`config.mk`:
```
export PLATFORM = sky130hd
export DESIGN_NAME = nand_reg_bridge
export DESIGN_NICKNAME = d
export VERILOG_FILES = /design/src/rtl/nrb_pkg.sv /design/src/rtl/nrb_decode.sv /design/src/rtl/nrb_rb_sync.sv /design/src/rtl/nrb_strobe_seq.sv /design/src/rtl/nand_reg_bridge.sv
export SDC_FILE = /design/constraint.sdc
export NUM_CORES = 1
export LEC_CHECK = 0
export BUFFER_PORTS_ARGS = -buffer_cell sky130_fd_sc_hd__buf_4
export CAP_MARGIN = 20
export CORE_MARGIN = 2
export CORE_UTILIZATION = 43
export DETAILED_ROUTE_END_ITERATION = 10
export GPL_TIMING_DRIVEN = 0
export PLACE_DENSITY = 0.8
export SLEW_MARGIN = 20
export SYNTH_ARGS = -nofsm -noshare
export SYNTH_HDL_FRONTEND = slang
export SYNTH_SLANG_ARGS = --single-unit
```
`constraint.sdc`:
```
create_clock -name clk -period 1.7 [get_ports clk]
set_input_delay 0.51 -clock clk [delete_from_list [all_inputs] [get_ports clk]]
set_output_delay 0.51 -clock clk [all_outputs]
set_load 0.05 [all_outputs]
```
`src/rtl/nrb_pkg.sv`:
```
package nrb_pkg;

    localparam int REG_W     = 32;
    localparam int BYTE_W    = 8;
    localparam int CE_BIT    = 31;
    localparam int OP_LSB    = 28;
    localparam int OP_W      = 3;
    localparam int DATA_LSB  = 16;
    localparam int BUSY_BIT  = 15;

    localparam logic [OP_W-1:0] OP_CMD   = 3'd0;
    localparam logic [OP_W-1:0] OP_ADDR  = 3'd1;
    localparam logic [OP_W-1:0] OP_ARM   = 3'd2;
    localparam logic [OP_W-1:0] OP_WDATA = 3'd3;

    typedef enum logic [2:0] {
        PH_IDLE,
        PH_SETUP,
        PH_WELOW,
        PH_HOLD,
        PH_RELOW
    } phase_t;

    typedef struct packed {
        logic              known;   // code 0..3
        logic              strobe;  // needs a WE# sequence
        logic              arm;     // arms the read path
        logic              cle;
        logic              ale;
        logic              ce;
        logic [BYTE_W-1:0] data;
    } req_t;

    function automatic req_t decode_word(input logic [REG_W-1:0] w);
        req_t r;
        logic [OP_W-1:0] op;
        op       = w[OP_LSB +: OP_W];
        r.known  = (op == OP_CMD) || (op == OP_ADDR) || (op == OP_ARM) || (op == OP_WDATA);
        r.strobe = (op == OP_CMD) || (op == OP_ADDR) || (op == OP_WDATA);
        r.arm    = (op == OP_ARM);
        r.cle    = (op == OP_CMD);
        r.ale    = (op == OP_ADDR);
        r.ce     = w[CE_BIT];
        r.data   = w[DATA_LSB +: BYTE_W];
        return r;
    endfunction

    function automatic logic [REG_W-1:0] pack_read(input logic [BYTE_W-1:0] b,
                                                   input logic busy);
        logic [REG_W-1:0] w;
        w                        = '0;
        w[DATA_LSB +: BYTE_W]    = b;
        w[BUSY_BIT]              = busy;
        return w;
    endfunction

endpackage

```
`src/rtl/nrb_decode.sv`:
```
module nrb_decode
    import nrb_pkg::*;
(
    input  logic [REG_W-1:0] word,
    output req_t             req
);
    always_comb req = decode_word(word);
endmodule

```
`src/rtl/nrb_rb_sync.sv`:
```
module nrb_rb_sync #(
    parameter int STAGES = 2
) (
    input  logic clk,
    input  logic rst,
    input  logic rb_n_async,
    output logic busy
);
    logic [STAGES-1:0] sync_q;

    generate
        if (STAGES == 1) begin : g_one
            always_ff @(posedge clk) begin
                if (rst) sync_q <= '1;
                else     sync_q <= rb_n_async;
            end
        end else begin : g_many
            always_ff @(posedge clk) begin
                if (rst) sync_q <= '1;
                else     sync_q <= {sync_q[STAGES-2:0], rb_n_async};
            end
        end
    endgenerate

    assign busy = ~sync_q[STAGES-1];
endmodule

```
`src/rtl/nrb_strobe_seq.sv`:
```
module nrb_strobe_seq
    import nrb_pkg::*;
#(
    parameter int SETUP_CLKS  = 2,
    parameter int WE_LOW_CLKS = 2,
    parameter int HOLD_CLKS   = 1,
    parameter int RE_LOW_CLKS = 3
) (
    input  logic              clk,
    input  logic              rst,
    input  logic              start_wr,
    input  logic              start_rd,
    input  logic              cle_in,
    input  logic              ale_in,
    input  logic [BYTE_W-1:0] data_in,
    output logic              idle,
    output logic              capture,
    output logic              cle,
    output logic              ale,
    output logic              we_n,
    output logic              re_n,
    output logic [BYTE_W-1:0] dq_out,
    output logic              dq_oe
);
    localparam int MAX_A   = (SETUP_CLKS > WE_LOW_CLKS) ? SETUP_CLKS : WE_LOW_CLKS;
    localparam int MAX_B   = (HOLD_CLKS > RE_LOW_CLKS) ? HOLD_CLKS : RE_LOW_CLKS;
    localparam int MAX_CLK = (MAX_A > MAX_B) ? MAX_A : MAX_B;
    localparam int CNT_W   = (MAX_CLK > 1) ? $clog2(MAX_CLK) : 1;

    localparam logic [CNT_W-1:0] SETUP_LAST = CNT_W'(SETUP_CLKS - 1);
    localparam logic [CNT_W-1:0] WE_LAST    = CNT_W'(WE_LOW_CLKS - 1);
    localparam logic [CNT_W-1:0] HOLD_LAST  = CNT_W'(HOLD_CLKS - 1);
    localparam logic [CNT_W-1:0] RE_LAST    = CNT_W'(RE_LOW_CLKS - 1);

    phase_t            phase_q;
    logic [CNT_W-1:0]  cnt_q;
    logic              cle_q, ale_q;
    logic [BYTE_W-1:0] data_q;
    logic              active;

    always_ff @(posedge clk) begin
        if (rst) begin
            phase_q <= PH_IDLE;
            cnt_q   <= '0;
            cle_q   <= 1'b0;
            ale_q   <= 1'b0;
            data_q  <= '0;
        end else begin
            case (phase_q)
                PH_IDLE: begin
                    cnt_q <= '0;
                    if (start_wr) begin
                        phase_q <= PH_SETUP;
                        cle_q   <= cle_in;
                        ale_q   <= ale_in;
                        data_q  <= data_in;
                    end else if (start_rd) begin
                        phase_q <= PH_RELOW;
                    end
                end
                PH_SETUP: begin
                    if (cnt_q == SETUP_LAST) begin
                        phase_q <= PH_WELOW;
                        cnt_q   <= '0;
                    end else cnt_q <= cnt_q + 1'b1;
                end
                PH_WELOW: begin
                    if (cnt_q == WE_LAST) begin
                        phase_q <= PH_HOLD;
                        cnt_q   <= '0;
                    end else cnt_q <= cnt_q + 1'b1;
                end
                PH_HOLD: begin
                    if (cnt_q == HOLD_LAST) begin
                        phase_q <= PH_IDLE;
                        cnt_q   <= '0;
                        cle_q   <= 1'b0;
                        ale_q   <= 1'b0;
                    end else cnt_q <= cnt_q + 1'b1;
                end
                PH_RELOW: begin
                    if (cnt_q == RE_LAST) begin
                        phase_q <= PH_IDLE;
                        cnt_q   <= '0;
                    end else cnt_q <= cnt_q + 1'b1;
                end
                default: phase_q <= PH_IDLE;
            endcase
        end
    end

    assign active  = (phase_q == PH_SETUP) || (phase_q == PH_WELOW) || (phase_q == PH_HOLD);
    assign idle    = (phase_q == PH_IDLE);
    assign capture = (phase_q == PH_RELOW) && (cnt_q == RE_LAST);
    assign cle     = active & cle_q;
    assign ale     = active & ale_q;
    assign we_n    = (phase_q != PH_WELOW);
    assign re_n    = (phase_q != PH_RELOW);
    assign dq_out  = data_q;
    assign dq_oe   = active;

    // latch lines are mutually exclusive
    a_r1_latch_exclusive: assert property (@(posedge clk) disable iff (rst)
        !(cle && ale));
    // driven byte does not move while the bus is driven
    a_r3_data_stable: assert property (@(posedge clk) disable iff (rst)
        (dq_oe && $past(dq_oe)) |-> $stable(dq_out));
    // never both strobes low
    a_r5_strobes_exclusive: assert property (@(posedge clk) disable iff (rst)
        (we_n || re_n));
    // bus is driven whenever WE# is low
    a_r4_oe_under_we: assert property (@(posedge clk) disable iff (rst)
        !we_n |-> dq_oe);
endmodule

```
`src/rtl/nand_reg_bridge.sv`:
```
module nand_reg_bridge
    import nrb_pkg::*;
#(
    parameter int SETUP_CLKS  = 2,
    parameter int WE_LOW_CLKS = 2,
    parameter int HOLD_CLKS   = 1,
    parameter int RE_LOW_CLKS = 3,
    parameter int SYNC_STAGES = 2
) (
    input  logic        clk,
    input  logic        rst,
    input  logic        bus_valid,
    input  logic        bus_write,
    input  logic [31:0] bus_wdata,
    output logic        bus_ready,
    output logic [31:0] bus_rdata,
    output logic        nand_ce_n,
    output logic        nand_cle,
    output logic        nand_ale,
    output logic        nand_we_n,
    output logic        nand_re_n,
    output logic [7:0]  nand_dq_out,
    output logic        nand_dq_oe,
    input  logic [7:0]  nand_dq_in,
    input  logic        nand_rb_n
);
    req_t              req;
    logic              idle, capture, busy;
    logic              ce_q, armed_q, fresh_q;
    logic [BYTE_W-1:0] byte_q;
    logic              accept, start_wr, start_rd, pending_fetch;

    nrb_decode u_dec (
        .word (bus_wdata),
        .req  (req)
    );

    nrb_rb_sync #(.STAGES(SYNC_STAGES)) u_sync (
        .clk        (clk),
        .rst        (rst),
        .rb_n_async (nand_rb_n),
        .busy       (busy)
    );

    assign pending_fetch = bus_valid && !bus_write && armed_q && !fresh_q;
    assign bus_ready     = idle && !pending_fetch;
    assign accept        = bus_valid && bus_ready;
    assign start_wr      = accept && bus_write && req.strobe;
    assign start_rd      = idle && pending_fetch;

    nrb_strobe_seq #(
        .SETUP_CLKS  (SETUP_CLKS),
        .WE_LOW_CLKS (WE_LOW_CLKS),
        .HOLD_CLKS   (HOLD_CLKS),
        .RE_LOW_CLKS (RE_LOW_CLKS)
    ) u_seq (
        .clk      (clk),
        .rst      (rst),
        .start_wr (start_wr),
        .start_rd (start_rd),
        .cle_in   (req.cle),
        .ale_in   (req.ale),
        .data_in  (req.data),
        .idle     (idle),
        .capture  (capture),
        .cle      (nand_cle),
        .ale      (nand_ale),
        .we_n     (nand_we_n),
        .re_n     (nand_re_n),
        .dq_out   (nand_dq_out),
        .dq_oe    (nand_dq_oe)
    );

    always_ff @(posedge clk) begin
        if (rst) begin
            ce_q    <= 1'b0;
            armed_q <= 1'b0;
            fresh_q <= 1'b0;
            byte_q  <= '0;
        end else begin
            if (accept && bus_write && req.known) begin
                ce_q    <= req.ce;
                armed_q <= req.arm;
                fresh_q <= 1'b0;
            end
            if (accept && !bus_write) fresh_q <= 1'b0;
            if (capture) begin
                byte_q  <= nand_dq_in;
                fresh_q <= 1'b1;
            end
        end
    end

    assign nand_ce_n = ~ce_q;
    assign bus_rdata = pack_read(byte_q, busy);

    // no register access is accepted while a strobe is low
    a_r4_stall_during_strobe: assert property (@(posedge clk) disable iff (rst)
        (!nand_we_n || !nand_re_n) |-> !bus_ready);
    // chip enable moves only after an accepted write
    a_r2_ce_only_on_write: assert property (@(posedge clk) disable iff (rst)
        !$past(accept && bus_write) |-> $stable(nand_ce_n));
    // unlisted read bits are zero
    a_r8_rdata_zero_bits: assert property (@(posedge clk) disable iff (rst)
        (bus_rdata & 32'hFF00_7FFF) == 32'h0);
    // read strobe only starts for an armed read request
    a_r5_re_needs_request: assert property (@(posedge clk) disable iff (rst)
        $fell(nand_re_n) |-> $past(bus_valid && !bus_write));
endmodule

```
* After elaboration in Yosys (flattened, before gate mapping)
Index checks and enable logic that the tools add are counted.
** Cells by class
- Add/subtract/negate cells :: 1
- Equal/unequal tests :: 17
- Mux-type cells :: 19
- Bitwise logic cells :: 4
- Reduce and logical (&&, ||, !) cells :: 30
** Operators with widths (count)
- $mux 3 :: 6
- $pmux 3 s5 :: 1
- $eq 3x2->1 const B :: 4
- $logic_and 1x1->1 :: 11
- $ne 2x1->1 const B :: 5
- $pmux 2 s4 :: 1
- $eq 3x1->1 const B :: 2
- $logic_not 3->1 :: 2
- $logic_or 1x1->1 :: 6
- $mux 1 :: 6
- $mux 2 :: 3
- $reduce_and 5->1 :: 1
- $pmux 1 s2 :: 2
- $reduce_bool 4->1 :: 1
- $eq 3x3->1 const B :: 1
- $logic_not 1->1 :: 3
- $ne 3x1->1 const B :: 1
- $ne 3x2->1 const B :: 1
- $ne 3x3->1 const B :: 1
- $reduce_and 3->1 :: 1
- $reduce_bool 3->1 :: 1
- $add 2x1->2 const B :: 1
- $and 1x1->1 :: 2
- $eq 2x1->1 const B :: 1
- 6 further kinds :: 7
** Storage, ports and cells
- Register bits after elaboration :: 28
- Bits of input ports :: 45
- Output and inout bits :: 47
- Logic and storage cells :: 81

* Logic depth before layout (Yosys ltp)
Gate-level depths: netlist of the first run.
- Depth in word-level cells :: 12
- Mapped depth :: 6
- Depth with buffers taken out :: 5

* Cells and area by module
A second synthesis of the first run with hierarchy kept.
** Second synthesis, totals
- Cell total of the unflattened synthesis :: 199
- Area, all modules :: 1660.3 µm²
** Modules (own cells, without submodules)
- nrb_strobe_seq :: instances 1, cells each 109, area each 884.6 µm², sequential area each 300.3 µm²
- nand_reg_bridge :: instances 1, cells each 70, area each 623.1 µm², sequential area each 220.2 µm²
- nrb_decode :: instances 1, cells each 15, area each 96.3 µm², sequential area each 0.0 µm²
- nrb_rb_sync :: instances 1, cells each 5, area each 56.3 µm², sequential area each 40.0 µm²

* Worst setup path before layout of the first run
OpenSTA, ideal clock, no wires.
- Path kind :: register to output
- From :: register u_seq.phase_q[0]
- To :: output bus_ready
- Data arrival time :: 2.150 ns
- Required time :: 1.190 ns
- Slack :: -0.960 ns
- Cell stages (with the launch flop) :: 4
- Buffers on the path :: 2
- Cell sequence :: dfxtp_1 > buf_6 > clkbuf_1 > nor4_1
** Between the ends
- Word-level cells in the longest chain between the ends :: 2
** RTL lines
- start, declared :: RTL line nrb_strobe_seq.sv:35 : phase_t phase_q;
- start signal, assigned :: RTL line nrb_strobe_seq.sv:43 : phase_q <= PH_IDLE;
- start signal, assigned :: RTL line nrb_strobe_seq.sv:53 : phase_q <= PH_SETUP;
- start signal, assigned :: RTL line nrb_strobe_seq.sv:58 : phase_q <= PH_RELOW;
- $logic_not 3->1 :: RTL line nrb_strobe_seq.sv:93 : assign idle = (phase_q == PH_IDLE);
- $logic_and 1x1->1 :: RTL line nand_reg_bridge.sv:46 : assign bus_ready = idle && !pending_fetch;
- end, declared :: RTL line nand_reg_bridge.sv:15 : output logic bus_ready,
No other way between the ends.

* Worst setup path in the final report of the first run
- From :: register u_seq.phase_q[0]
- To :: output nand_cle
** Between the ends
- Word-level cells in the longest chain between the ends :: 4
- Elaborated cells on any way between the ends :: 6
- Those cells by class :: 3 x eq/ne; 1 x bitwise; 2 x reduce/logical
** RTL lines
- $eq 3x1->1 / $eq 3x2->1 (equally long branches) :: RTL line nrb_strobe_seq.sv:92 : assign active = (phase_q == PH_SETUP) || (phase_q == PH_WELOW) || (phase_q == PH_HOLD);
- $logic_or 1x1->1 :: RTL line nrb_strobe_seq.sv:92
- $logic_or 1x1->1 * :: RTL line nrb_strobe_seq.sv:92
- $and 1x1->1 * :: RTL line nrb_strobe_seq.sv:95 : assign cle = active & cle_q;
- end, declared :: RTL line nand_reg_bridge.sv:18 : output logic nand_cle,
Mark *: on every way between the ends. The rest lies on a longest branch, timed or not.

==> results.tsv, run 1 <==
metric	value	unit
number of hold buffers added after cts	0	
hold path start	bus_wdata[28]	
DP Area	2079	um^2
# diodes	0	
Simple-Gate Fraction of Synth Area	0.2191	
hold depth	2	
Clock Pin Slew Worst Setup and Hold Paths	0.16	ns
mux contribution to synthesized area	0.02687	
Syn Std Cell Area	1536	um^2
fin. max-slew vios	0	
Compound-Gate Fraction of Synth Area	0.1572	
total CTS buffers	3	
Worst Skew	0.01753	ns
Final nets	320	
final-layout fill cell count	260	
FF-to-FF path depth	6	
Worst Path Arrival	1.33	ns
R2R Path End	u_seq.dq_out[4]	
via/cell ratio	4.819	
endpoints failing hold	0	
Rel. slew slack	0.3181	
worst hold path type	in -> reg	
ys flop type	dfxtp_1	
Initial Util	0.4533	
largest net degree at the start of global routing	16	
Die Wd	63.78	um
core region area	3390	um^2
P_leak	0.001069	uW
Sink Count	28	
VDD IR max	0.6141	mV
dpl cells	300	
Crit. End Element	output port	
largest family of logic cells by synthesized area	simple AND/OR/NAND/NOR gates	
Final HPWL DP	2.680	mm
FF-to-FF Start	u_seq.phase_q[0]	
Seq pwr share	0.468	
Int Pwr	964.6	uW
fin crit period	1.844	ns
Max Root-Sink Buffers	2	
number of setup violations in the final report	13	
Comb pwr share	0.301	
IO Pins	92	
Starting DRT DRC Count	107	
final instance area	2464	um^2
Seq cells post-synth	28	
Least-Margin Pin Slew	1.023	ns
adder-cell share of the synthesized area	0.04072	
vias	1518	
Routed WL	4.082	mm
H-tree Lvls	1	
switching share of power	0.3315	
Synth Area per Inst	8.350	um^2
Setup CP Type	reg -> out	
post-synthesis async set-or-reset flop share	0	
Cell Pwr Density	585.7	nW/um^2
Final Non-Filler Cells	315	
antenna violations before repair	0	
reg-to-reg setup timing slack	-0.12	ns
Total Power	1443	uW
Die Y	63.78	um
number of distinct library cells after synthesis	40	
hold endpoint	u_seq.cle_q	
vias in the first global route	1368	
PnR worst setup slack	-0.1438	ns
DRT Pass-1 Iters	4	
xor/xnor share of the synthesized area	0.005700	
crit-path max FO	3	
max-cap violation count	0	
Total GRT Usage	0.1867	
grt ovf	0	
# port buffers	48	
FMAX	542.4	MHz
Startpoint Class	flip-flop	
RSZ-0062 raised after global routing	yes	
Mapped Cells	184	
Critical Path RT	1.19	ns
worst skew pair latency	0.34	ns
area of the multi-input gates	940.9	um^2
DR WL/cell	12.96	um
Final period util	1.085	
Net Sw Power	478.2	uW
Clock Power Share	0.231	
P&R area growth vs syn	60.34	%
die footprint	4067	um^2
Final TNS setup	-0.9542	ns
root buf cell	clkbuf_4	
TritonCTS clock tree	built	
Post-synth EDFFs	0	
failing checks	setup timing	
DRC viols	0	
# rows	21	
routability cong.	0.7393	
Post-DRT Antenna Nets	0	
share of layout cells above drive strength 1	0.4498	
Seq/Total Area, Yosys	0.3648	
Synth Warn #	0	
outcome	finished, violations left	
sequential cell area	573.1	um^2
first-pass GRT wire length	6.037	mm
fin util	0.7268	
[cell type report]
type | instances | share of cell area
multi-input combinational | 132 | 0.3819
clock buffer | 4 | 0.01473
buffer | 38 | 0.1209
inverter | 6 | 0.009142
tap | 46 | 0.02336
timing repair buffer | 61 | 0.2174
sequential | 28 | 0.2326
[synth_stat cells, drive strengths merged (2+ instances only)]
| cell | n | area share |
|---|---|---|
| nor4bb | 2 | 0.013 |
| or2 | 2 | 0.0081 |
| mux2i | 3 | 0.020 |
| ha | 5 | 0.041 |
| o31ai | 8 | 0.039 |
| buf | 30 | 0.14 |
| o21ai | 2 | 0.0065 |
| nand3 | 2 | 0.0065 |
| nand3b | 3 | 0.015 |
| dfxtp | 28 | 0.36 |
| clkbuf | 10 | 0.025 |
| nand2 | 20 | 0.049 |
| nor4 | 2 | 0.0081 |
| inv | 6 | 0.015 |
| a221oi | 2 | 0.011 |
| a31oi | 3 | 0.012 |
| nand2b | 3 | 0.012 |
| nand4 | 9 | 0.037 |
| nor3 | 3 | 0.0098 |
| nor2 | 3 | 0.0073 |
| a21oi | 20 | 0.065 |
| nor2b | 2 | 0.0081 |
| and2 | 2 | 0.0081 |
| o22ai | 2 | 0.0081 |
[kinds of logic (layout without fill, tap and decap cells)]
kind of cell / count (synthesis) / count (layout)
AO/OA/AOI/OAI: 40 / 40
flip-flops: 28 / 28
adder cells (fa/ha/maj): 5 / 5
other: 1 / 23
multiplexers: 4 / 4
buffers and inverters: 46 / 109
XOR/XNOR: 1 / 1
AND/OR/NAND/NOR: 59 / 59
[flip-flops by register name (all words and copies together) (netlist names)]
signal         cells
u_seq.ale_q        1
armed_q            1
byte_q             8
u_seq.cle_q        1
u_seq.dq_out       8
fresh_q            1
u_seq.phase_q      3
u_sync.sync_q      2
ce_q               1
u_seq.cnt_q        2
[what timing repair did]
action,4_1_cts,5_1_grt
endpoints found under the setup margin,13,15
pin swaps,5,23
setup buffers,6,6
cloned,0,1
gates resized for setup,31,27
[layout by cell type (no fill, tap or decap), types with 2 or more instances in the layout]
cell,n
a21oi_1,19
a221oi_1,2
a31oi_1,3
and2_4,2
buf_2,2
buf_4,72
buf_6,9
buf_8,5
clkbuf_1,6
clkbuf_16,3
clkbuf_4,3
conb_1,23
dfxtp_1,24
dfxtp_4,3
ha_1,5
inv_1,6
mux2i_1,3
nand2_1,19
nand2b_1,3
nand3_1,2
nand3b_1,3
nand4_1,9
nor2_4,2
nor2b_1,2
nor3_1,2
o22ai_1,2
o31ai_4,6
or2_2,2
[power groups by stage]
stage	Combinational, uW	Clock [uW]	Sequential, uW
after floorplan	260	0	707
after global routing	455	363	677
final	434	334	675
after global placement	361	0	688
after detailed placement	361	0	689
after CTS	382	335	673
[per-layer routing]
layer / track usage / vias to the layer above / wire, um
met4: 0.04891 / 0 / 49
met1: 0.2165 / 693 / 1685
met2: 0.3447 / 50 / 2121
li1: - / 769 / -
met5: 0 / - / 0
met3: 0.04049 / 6 / 226
[worst max-delay path by stage]
stage	depth (start not counted)	from	to	slack [ns]
6_report	5	u_seq.phase_q[0]	nand_cle	-0.14
5_1_grt	3	u_seq.phase_q[0]	bus_ready	-0.18
4_1_cts	3	u_seq.phase_q[0]	bus_ready	-0.15
3_5_place_dp	4	bus_write	bus_ready	-0.34
3_3_place_gp	4	bus_write	bus_ready	-0.29
2_1_floorplan	4	u_seq.phase_q[1]	nand_ale	-0.04
[per-stage QoR]
stage                     hold WS [ns]  setup slack [ns]
final                           0.3551           -0.1438
after global routing            0.3500           -0.1843
after CTS                       0.3520           -0.1537
after detailed placement        0.4126           -0.3381
after global placement          0.3933           -0.2937
after floorplan                 0.3895          -0.03699
[worst max-delay path: stages, from the launching register on]
cell and delay [ns]:
dfxtp_4 0.39, buf_6 0.12, nor2_4 0.14, nor2_4 0.06, and2_4 0.16, buf_8 0.14
Note: power is estimated with default switching activity, not from simulation.
==> inputs of run 2 (changes only) <==
Settings changed: CORE_MARGIN 2 to 8.
==> results.tsv, run 2 (synthesized netlist as in run 1, its figures left out) <==
metric	value	unit	change
fin crit period	1.829	ns	-0.01508 ns
DRC viols	0		unchanged
Least-Margin Pin Slew	0.9938	ns	-0.02903 ns
DP Area	2079	um^2	unchanged
core region area	3390	um^2	unchanged
Initial Util	0.4533		unchanged
antenna violations before repair	0		unchanged
largest net degree at the start of global routing	16		unchanged
Top delay family on crit path	flip-flops		
area of the multi-input gates	962.2	um^2	+2.3%
sequential cell area	571.8	um^2	-0.22%
Sink Count	28		unchanged
worst skew pair latency	0.34	ns	about the same
Final period util	1.076		-0.008868
Clock Power Share	0.232		about the same
number of hold buffers added after cts	0		unchanged
switching share of power	0.3348		+0.003345
number of setup violations in the final report	6		-7
hold path start	nand_rb_n		
Worst Skew	0.004380	ns	-0.01315 ns
first-pass GRT wire length	6.603	mm	+9.4%
RSZ-0062 raised after global routing	yes		
Die Wd	75.78	um	+19%
Critical Path RT	1.19	ns	about the same
Seq pwr share	0.468		about the same
Starting DRT DRC Count	94		-12%
# diodes	0		unchanged
commonest non-fill, non-tap cells in the layout	buf_4, dfxtp_1, conb_1, nand2_1, a21oi_1		
DRT Pass-1 Iters	5		+1
worst hold path type	in -> reg		
CP Cell Sequence	buf_8, nor4_4, buf_6		
final instance area	2510	um^2	+1.9%
Int Pwr	961.3	uW	-0.34%
reg-to-reg setup timing slack	-0.04	ns	+0.08 ns
FMAX	546.8	MHz	+0.82%
Net Sw Power	483.8	uW	+1.2%
crit-path max cell delay	0.40	ns	about the same
FF-to-FF Start	u_seq.phase_q[1]		
Clock Pin Slew Worst Setup and Hold Paths	0.15	ns	about the same
Comb pwr share	0.301		about the same
TritonCTS clock tree	built		
failing checks	setup timing		
vias	1586		+4.5%
hold depth	2		unchanged
root buf cell	clkbuf_4		
die footprint	5742	um^2	+41%
fin util	0.7405		+0.01366
# rows	21		unchanged
via/cell ratio	4.956		+2.8%
share of layout cells above drive strength 1	0.4745		+0.02464
Max Root-Sink Buffers	2		unchanged
total CTS buffers	3		unchanged
Worst Path Arrival	1.32	ns	about the same
PnR worst setup slack	-0.1287	ns	+0.01508 ns
Startpoint Class	flip-flop		
max-cap violation count	0		unchanged
DR WL/cell	14.60	um	+13%
FF-to-FF path depth	5		-1
Total GRT Usage	0.1456		-0.04106
R2R Path End	u_seq.dq_out[6]		
P&R area growth vs syn	63.36	%	
Die Y	75.78	um	+19%
final-layout fill cell count	247		-5.0%
Rel. slew slack	0.3375		+0.01935
outcome	finished, violations left		
Routed WL	4.671	mm	+14%
# port buffers	48		unchanged
Setup CP Type	reg -> out		
Critical path buffers and inverters	2		unchanged
VDD IR max	0.5629	mV	-8.3%
commonest non-fill, non-tap cell in the layout	buf_4		
Final nets	325		+1.6%
vias in the first global route	1440		+5.3%
Cell Pwr Density	575.8	nW/um^2	-1.7%
Slowest cell on crit path	dfxtp_4		
P_leak	0.001094	uW	+2.4%
Final HPWL DP	3.069	mm	+15%
H-tree Lvls	1		unchanged
fin. max-slew vios	0		unchanged
Total Power	1445	uW	+0.16%
crit-path max FO	7		+4
Post-DRT Antenna Nets	0		unchanged
routability cong.	0.7487		+1.3%
endpoints failing hold	0		unchanged
grt ovf	0		unchanged
hold endpoint	u_sync.sync_q[0]		
Crit. End Element	output port		
IO Pins	92		unchanged
Final TNS setup	-0.3333	ns	+0.6209 ns
==> run 2: cell count changes in the layout (fill, tap and decap cells not counted), sizes merged <==
cell,before,now
buf,89,93
clkbuf,14,15
==> run 2: layer usage <==
metal | up-vias | track usage | part of all wire
li1 | 777 | - | -
met1 | 739 | 0.1637 | 0.40
met2 | 63 | 0.2567 | 0.50
met3 | 7 | 0.05000 | 0.091
met4 | 0 | 0.03198 | 0.012
met5 | - | 0 | 0
==> run 2: stage by stage <==
step / setup slack [ns] / cells / hold WS (ns)
final: -0.1287 / 320 / 0.3417
after global routing: -0.2009 / 320 / 0.3393
after CTS: -0.1697 / 312 / 0.3422
after detailed placement: -0.3046 / 300 / 0.3996
after global placement: -0.3001 / 300 / 0.4013
after floorplan: -0.03699 / 206 / 0.3895
==> run 2: repair_timing <==
item / 4_1_cts / 5_1_grt
endpoints found under the setup margin: 6 / 25
setup buffers: 10 / 7
gates cloned: 0 / 1
pin swaps: 5 / 19
resized for setup: 30 / 32
==> run 2: cell type report <==
| cell class | instances | area share |
|---|---|---|
| buffer | 38 | 0.1171 |
| clock buffer | 4 | 0.01446 |
| inverter | 6 | 0.008973 |
| multi-input combinational | 132 | 0.3833 |
| sequential | 28 | 0.2278 |
| tap | 46 | 0.02293 |
| timing repair buffer | 66 | 0.2253 |
==> run 2: how the worst max path moves through the flow <==
stage | start | end | slack (ns) | cells after the start
global route | u_seq.phase_q[1] | bus_ready | -0.20 | 3
floorplan | u_seq.phase_q[1] | nand_ale | -0.04 | 4
finish | u_seq.phase_q[1] | bus_ready | -0.13 | 3
CTS | u_seq.phase_q[0] | bus_ready | -0.17 | 3
global placement | bus_write | bus_ready | -0.30 | 4
detailed placement | bus_write | bus_ready | -0.30 | 4
==> run 2: power groups by stage <==
stage               logic [uW]  clock network (uW)  registers [uW]
floorplan                  260                   0             707
global placement           361                   0             688
detailed placement         363                   0             689
CTS                        385                 339             673
global route               457                 365             678
finish                     434                 335             676
